File: config.mk
export PLATFORM = sky130hd
export DESIGN_NAME = wdog_top
export DESIGN_NICKNAME = d
export VERILOG_FILES = /design/src/rtl/wdog_pkg.sv /design/src/rtl/wdog_prescaler.sv /design/src/rtl/wdog_key_gate.sv /design/src/rtl/wdog_counter.sv /design/src/rtl/wdog_top.sv
export SDC_FILE = /design/constraint.sdc
export NUM_CORES = 1
export LEC_CHECK = 0
export ABC_AREA = 1
export BUFFER_PORTS_ARGS = -buffer_cell sky130_fd_sc_hd__buf_2
export CAP_MARGIN = 20
export CORE_MARGIN = 8
export CORE_UTILIZATION = 53
export DETAILED_ROUTE_END_ITERATION = 6
export HOLD_SLACK_MARGIN = 0.08
export PLACE_DENSITY = 0.79
export SYNTH_ARGS = -nofsm -noshare
export SYNTH_HDL_FRONTEND = slang
export SYNTH_SLANG_ARGS = --single-unit
File: constraint.sdc
create_clock -name clk_i -period 3.11 [get_ports clk_i]
set_clock_uncertainty 0.15 [all_clocks]
set_input_delay 0.622 -clock clk_i [delete_from_list [all_inputs] [get_ports clk_i]]
set_output_delay 0.622 -clock clk_i [all_outputs]
set_load 0.01 [all_outputs]
File: src/rtl/wdog_pkg.sv
package wdog_pkg;
  localparam int KEY_W = 7;
  localparam int CNT_W = 8;
  localparam logic [KEY_W-1:0] KEY_FLIP = {KEY_W{1'b1}};

  typedef enum logic {
    WD_STOP  = 1'b0,
    WD_START = 1'b1
  } wd_cmd_e;
endpackage

File: src/rtl/wdog_prescaler.sv
module wdog_prescaler #(
  parameter int unsigned TICK_DIV = 131072
) (
  input  logic clk_i,
  input  logic rst_ni,
  input  logic run_i,
  input  logic clr_i,
  output logic tick_o
);
  localparam int unsigned PW = (TICK_DIV > 1) ? $clog2(TICK_DIV) : 1;
  localparam logic [PW-1:0] LAST = PW'(TICK_DIV - 1);

  logic [PW-1:0] pre_q;

  assign tick_o = run_i && (pre_q == LAST);

  always_ff @(posedge clk_i or negedge rst_ni) begin
    if (!rst_ni)                                  pre_q <= '0;
    else if (clr_i || !run_i || pre_q == LAST)    pre_q <= '0;
    else                                          pre_q <= pre_q + 1'b1;
  end

  // consecutive steps are at least two cycles apart
  p_tick_gap_r3: assert property (@(posedge clk_i) disable iff (!rst_ni)
    tick_o |=> !tick_o);
endmodule

File: src/rtl/wdog_key_gate.sv
module wdog_key_gate
  import wdog_pkg::*;
(
  input  logic             clk_i,
  input  logic             rst_ni,
  input  logic             wr_en_i,
  input  wd_cmd_e          cmd_i,
  input  logic [KEY_W-1:0] key_i,
  input  logic             clear_i,
  output logic             accept_o
);
  logic [KEY_W-1:0] ref_q;
  logic             armed_q;
  logic             key_ok;

  // unkeyed: only a start may set the first reference
  assign key_ok   = armed_q ? (key_i == (ref_q ^ KEY_FLIP)) : (cmd_i == WD_START);
  assign accept_o = wr_en_i && key_ok;

  always_ff @(posedge clk_i or negedge rst_ni) begin
    if (!rst_ni) begin
      ref_q   <= '0;
      armed_q <= 1'b0;
    end else if (accept_o) begin
      ref_q   <= key_i;
      armed_q <= 1'b1;
    end else if (clear_i) begin
      armed_q <= 1'b0;
    end
  end

  p_ref_flip_r6: assert property (@(posedge clk_i) disable iff (!rst_ni)
    (armed_q && $past(armed_q) && ref_q != $past(ref_q))
      |-> (ref_q == ($past(ref_q) ^ KEY_FLIP)));
endmodule

File: src/rtl/wdog_counter.sv
module wdog_counter
  import wdog_pkg::*;
(
  input  logic             clk_i,
  input  logic             rst_ni,
  input  logic             load_i,
  input  logic             start_i,
  input  logic [CNT_W-1:0] cnt_i,
  input  logic             tick_i,
  output logic             running_o,
  output logic [CNT_W-1:0] cnt_o,
  output logic             fire_o,
  output logic             chip_rst_o
);
  logic             running_q;
  logic [CNT_W-1:0] cnt_q;
  logic             rst_q;

  // a load in the step cycle wins over decrement and reset
  assign fire_o = tick_i && running_q && !load_i && (cnt_q <= CNT_W'(1));

  always_ff @(posedge clk_i or negedge rst_ni) begin
    if (!rst_ni) begin
      running_q <= 1'b0;
      cnt_q     <= '0;
      rst_q     <= 1'b0;
    end else begin
      rst_q <= fire_o;
      if (load_i) begin
        running_q <= start_i;
        cnt_q     <= cnt_i;
      end else if (fire_o) begin
        running_q <= 1'b0;
        cnt_q     <= '0;
      end else if (tick_i && running_q) begin
        cnt_q <= cnt_q - 1'b1;
      end
    end
  end

  assign running_o  = running_q;
  assign cnt_o      = cnt_q;
  assign chip_rst_o = rst_q;

  p_rst_pulse_r5: assert property (@(posedge clk_i) disable iff (!rst_ni)
    chip_rst_o |=> !chip_rst_o);
  p_rst_idle_r5: assert property (@(posedge clk_i) disable iff (!rst_ni)
    chip_rst_o |-> !running_q);
  p_cnt_hold_r3: assert property (@(posedge clk_i) disable iff (!rst_ni)
    (!tick_i && !load_i) |=> $stable(cnt_q));
endmodule

File: src/rtl/wdog_top.sv
module wdog_top
  import wdog_pkg::*;
#(
  parameter int unsigned TICK_DIV = 131072
) (
  input  logic       clk_i,
  input  logic       rst_ni,
  input  logic       wr_en_i,
  input  logic       wr_cmd_i,
  input  logic [7:0] wr_cnt_i,
  input  logic [6:0] wr_key_i,
  output logic       nmi_o,
  output logic       chip_rst_o
);
  logic             accept;
  logic             tick;
  logic             running;
  logic             fire;
  logic [CNT_W-1:0] cnt;
  wd_cmd_e          cmd;

  assign cmd = wd_cmd_e'(wr_cmd_i);

  wdog_key_gate u_key (
    .clk_i    (clk_i),
    .rst_ni   (rst_ni),
    .wr_en_i  (wr_en_i),
    .cmd_i    (cmd),
    .key_i    (wr_key_i),
    .clear_i  (fire),
    .accept_o (accept)
  );

  wdog_prescaler #(.TICK_DIV(TICK_DIV)) u_pre (
    .clk_i  (clk_i),
    .rst_ni (rst_ni),
    .run_i  (running),
    .clr_i  (accept),
    .tick_o (tick)
  );

  wdog_counter u_cnt (
    .clk_i      (clk_i),
    .rst_ni     (rst_ni),
    .load_i     (accept),
    .start_i    (cmd == WD_START),
    .cnt_i      (wr_cnt_i),
    .tick_i     (tick),
    .running_o  (running),
    .cnt_o      (cnt),
    .fire_o     (fire),
    .chip_rst_o (chip_rst_o)
  );

  assign nmi_o = running && (cnt == CNT_W'(1));

  p_nmi_hold_r4: assert property (@(posedge clk_i) disable iff (!rst_ni)
    (nmi_o && !accept && !fire) |=> nmi_o);
  p_rst_after_run_r5: assert property (@(posedge clk_i) disable iff (!rst_ni)
    chip_rst_o |-> $past(running));
  p_stop_quiet_r8: assert property (@(posedge clk_i) disable iff (!rst_ni)
    (accept && cmd == WD_STOP) |=> (!nmi_o && !chip_rst_o));
endmodule

[After elaboration in Yosys (flattened, before gate mapping)]
Cells that the tools add are included.
Cells by class
  add/subtract/negate cells: 2
  $mul: 0
  divide/modulo/power cells: 0
  order comparisons: 1
  equal/unequal tests: 3
  shift-type cells: 0
  multiplexer cells: 8
  bitwise gates (word level): 1
  reduce and logical (&&, ||, !) cells: 12
Operators with widths (count)
  $mux W8: 3
  $add A17 B1 Y17 const B: 1
  $eq A17 B17 Y1 const B: 1
  $mux W17: 1
  $eq A8 B1 Y1 const B: 1
  $le A8 B1 Y1 const B: 1
  $sub A8 B1 Y8 const B: 1
  $eq A7 B7 Y1: 1
  $not A7 Y7: 1
  $logic_and A1 B1 Y1: 6
  $mux W1: 4
  $reduce_bool A3 Y1: 1
  $logic_not A1 Y1: 2
  $logic_or A1 B1 Y1: 2
  $reduce_bool A2 Y1: 1
Storage, ports and cells
  register bits after elaboration: 35
  bits in latches: 0
  bits in writable memories: 0
  memory bits (read-only): 0
  input bits: 19
  output and inout bits: 2
  word-level logic and storage cells: 33
  memories: 0

[Longest topological paths before layout]
  depth in word-level cells: 9
  gate-level depth with buffers: 14
  depth with buffers taken out: 13

[By module]
Synthesis repeated with hierarchy kept, for this count alone.
Second synthesis, totals
  cell total of the unflattened synthesis: 300
  area total of the unflattened synthesis: 2169.6 sq um
Modules (own cells, without submodules)
  wdog_prescaler: instances 1, cells each 129, area each 919.6 sq um, seq. area each 425.4 sq um
  wdog_counter: instances 1, cells each 91, area each 725.7 sq um, seq. area each 250.2 sq um
  wdog_key_gate: instances 1, cells each 72, area each 489.2 sq um, seq. area each 200.2 sq um
  wdog_top: instances 1, cells each 8, area each 35.0 sq um, seq. area each 0.0 sq um

[Worst setup path after synthesis]
Ideal clock, no wire load.
  path kind: reg2reg
  from: register u_pre.pre_q[0]
  to: register u_cnt.cnt_q[2], in the netlist u_cnt.cnt_o[2]
  library setup time: 0.126 ns
  data arrival time: 2.156 ns
  data required time: 2.834 ns
  setup slack: 0.679 ns
  cell stages (with the launch flop): 15
  buffers on the path: 1
  period minus slack after synthesis: 2.431 ns
  cells stage by stage: dfrtp_1 -> ha_1 -> nand3_2 -> nor3_4 -> nand2_1 -> nor2_2 -> nand2_1 -> nor4_1 -> ha_1 -> nand2_2 -> clkinv_1 -> o2111ai_1 -> buf_4 -> nand4_1 -> nand3_1
Between the ends
  cells in the longest elaborated chain, start to end: 7
  elaborated cells between the ends (all ways): 8
  those cells by class: eq/ne (1); mux (2); reduce/logical (5)
Ends and longest elaborated chain
  start, declared: line wdog_prescaler.sv:13  | logic [PW-1:0] pre_q;
  start signal, assigned: line wdog_prescaler.sv:20  | else pre_q <= pre_q + 1'b1;
  $eq A17 B17 Y1 *: line wdog_prescaler.sv:15  | assign tick_o = run_i && (pre_q == LAST);
  $logic_and A1 B1 Y1 *: line wdog_prescaler.sv:15
  $logic_and A1 B1 Y1 *: line wdog_counter.sv:20, wdog_counter.sv:35
  $logic_and A1 B1 Y1 (2 in a row): line wdog_counter.sv:20  | assign fire_o = tick_i && running_q && !load_i && (cnt_q <= CNT_W'(1));
  $mux W8: line wdog_counter.sv:32  | end else if (fire_o) begin
  $mux W8: line wdog_counter.sv:29  | if (load_i) begin
  end signal, assigned: line wdog_counter.sv:31  | cnt_q <= cnt_i;
  end signal, assigned: line wdog_counter.sv:36  | cnt_q <= cnt_q - 1'b1;
  end, declared: line wdog_counter.sv:16  | logic [CNT_W-1:0] cnt_q;
Mark *: on every way between the ends. The rest lies on a longest branch, timed or not.
A chain may end at the register's enable or synchronous reset.

[Final worst setup path]
  from: register u_pre.pre_q[0]
  to: register u_cnt.cnt_q[5], in the netlist u_cnt.cnt_o[5]
Same word-level chain as after synthesis.

==> impl_results.md <==
- CTS Root Cell: clkbuf_4
- Worst EP arrival: 2.95 ns
- Commonest cells after routing, fill and taps aside: nand2_1, dfrtp_1, nor2_1, inv_1, nand3_1
- Met1 Wirelength: 1620 µm
- Multi-input gate area: 900 µm²
- Antenna diodes: 0
- Yosys warns: 0
- Crit path kind: reg2reg
- EDFF count, synth: 0
- Final WS setup: 0.250 ns
- Slowest-stage cell, CP: dfrtp_1
- Endpoint class of the critical path: flip-flop
- Fmax: 0.350 GHz
- Vias: 1,606
- Max-slew violation count: 0
- Global-route wire length before repair: 6440 µm
- Number of filler cells placed in the layout: 329
- Clk sink count: 35
- Vias in the first global route: 1,579
- Total routed wirelength: 3690 µm
- Worst-skew pair later-pin latency: 0.36 ns
- Synth cell types: 28
- DR WL/cell: 11.7 µm
- Dpl hpwl: 2620 µm
- CTS tree: done
- Die area: 0.00585 mm²
- Largest net degree at the start of global routing: 36
- Hold Path Class: in2async
- Area grow syn2layout: 12.6%
- # port buffers: 20
- Sequential standard cell area: 876 µm²
- Fraction of registers with async set/reset: 100%
- Grt total ovfl: 0
- Dpl cells: 304
- Synthesized Nets: 263
- Final period utilization: 92.0%
- DIE WIDTH: 76.5 µm
- Antenna viol nets, final: 0
- Final worst path period need: 2.86 ns
- Most used DFF post-synth: dfrtp_1
- Synthesized area: 0.00194 mm²
- Share of the synthesized area in the top cell type: 45.2%
- Max stage delay on crit path: 0.39 ns
- Commonest non-fill, non-tap cell in the layout: nand2_1
- DR top layer: met4
- Final net count: 291
- Clk buf depth: 2
- Met2 WL: 1800 µm
- Top cells by area, synth: dfrtp_1, nand2_1, nor2_1
- Detailed Route Iter0 Violations: 96
- DR DRC count: 0
- Critical path cell sequence: ha_1, nand3_2, nor3_4, nand2_1, nor2_2, nand2_1, nor4_1, ha_1, nand2_2, clkinvlp_4, o2111ai_2, buf_4, nand4_1, nand3_1
- Rel. slew slack: 49.3%
- Seq/Total Area, Yosys: 45.2%
- Core Area: 0.00358 mm²
- Tot GR Track Use: 13.3%
- Tightest Pin Transition: 0.761 ns
- Hold_buf cts: 0
- DR pass1 iterations: 4
- Final GP Congestion: 0.907
- Fin cells: 317
- Leak: 0.00112 µW
- Power density cells: 552 mW/mm²
- Vias per cell: 5.07
- Max rail drop VDD: 419 µV
- Yosys reg bits: 35
- TritonCTS buffer count: 5
- Synth Area per Inst: 8.08 µm²
- Initial antenna violation count: 0
- Worst slack, placed: 0.164 ns
- H-tree depth: 2
- Initial Util: 54.2%
- DR WL met3: 200 µm
- Post-synth top area cell: dfrtp_1
- Hold slack: 0.175 ns
- Crit path launch type: flip-flop
- Req. time, crit path: 3.20 ns
- Final setup violation count: 0
- Outcome: completed
- Max-Cap Viols: 0
- Num rows: 22
- Worst-path fanout max: 9
- Post-Synthesis Cells: 240
- Final hold viol count: 0
- Die height: 76.5 µm
- I/O pin cnt: 21
- Layout cells sized above 1: 17.5%
- Worst-path clk slew: 0.13 ns
## path summary, 6_finish.rpt
path                       depth (start not counted)  slack [ns]           start          endpoint
min in group clk_i                                 1        0.32  u_pre.pre_q[0]    u_pre.pre_q[0]
max in group asynchronous                          1        2.14          rst_ni  u_cnt.chip_rst_o
max reg2reg                                       14        0.25  u_pre.pre_q[0]    u_cnt.cnt_o[5]
min                                                1        0.17          rst_ni    u_cnt.cnt_o[6]
min reg2reg                                        1        0.32  u_pre.pre_q[0]    u_pre.pre_q[0]
max                                               14        0.25  u_pre.pre_q[0]    u_cnt.cnt_o[5]
## sequential cells by signal (all words and copies together) (netlist names)
| name | count |
|---|---|
| u_cnt.cnt_o | 8 |
| u_cnt.chip_rst_o | 1 |
| u_cnt.running_o | 1 |
| u_key.armed_q | 1 |
| u_pre.pre_q | 17 |
| u_key.ref_q | 7 |
## synth_stat cells (2+ instances only)
library cell,n
dfrtp_1,35
xnor2_1,4
buf_4,2
nor3_1,4
nor2_1,34
nand2_2,2
nand4_1,13
a21oi_1,2
nand3_1,21
xor2_1,11
nor3b_1,4
ha_1,4
o21ai_1,2
buf_6,4
nand2_1,59
inv_1,27
## metrics by stage
stage	power [µW]	area, µm²	TNS, ns	util, %
final	1200	2180	0	61.0
after global routing	1290	2180	-0.0241	61.0
after CTS	1210	2130	0	59.7
after detailed placement	873	2050	0	57.4
after global placement	865	2050	0	57.4
after floorplan	809	1940	0	-
## cells by family (layout without fill, tap and decap cells)
kind of cell,count (synthesis),in the layout,synth area share [%]
compound gates,7,7,2.32
xor+xnor,15,15,6.78
fa+ha+maj,4,4,2.58
buf+inv,35,64,8.71
flops,35,35,45.2
simple gates,144,144,34.4
## critical path, delay by kind of cell (launching register included)
kind	cells	cell delay, ns
AND/OR/NAND/NOR	9	1.13
adder cells (fa/ha/maj)	2	0.44
buffers and inverters	2	0.42
flip-flops	1	0.39
AO/OA/AOI/OAI	1	0.21
## routing by layer
metal  vias up  global-route usage [%]
li1        822                       -
met1       743                    14.1
met2        32                    22.8
met3         9                    4.95
met4         0                    6.73
met5         -                       0
## final cells by class
cell class,instances,area share (%)
clock buffer,5,1.72
tap,48,2.75
sequential,35,40.1
multi-input combinational,170,41.2
timing repair buffer,27,7.00
inverter,29,5.16
clock inverter,3,2.01
## report_power, final
group	internal (µW)	switching [µW]
Sequential	518	53.8
Combinational	122	177
Clock	169	165
## what timing repair did
action                                  4_1_cts  5_1_grt
buffers inserted                              0        5
resized for setup                             0        2
endpoints found under the setup margin        0        8
Power figures use the tool's default switching activity.
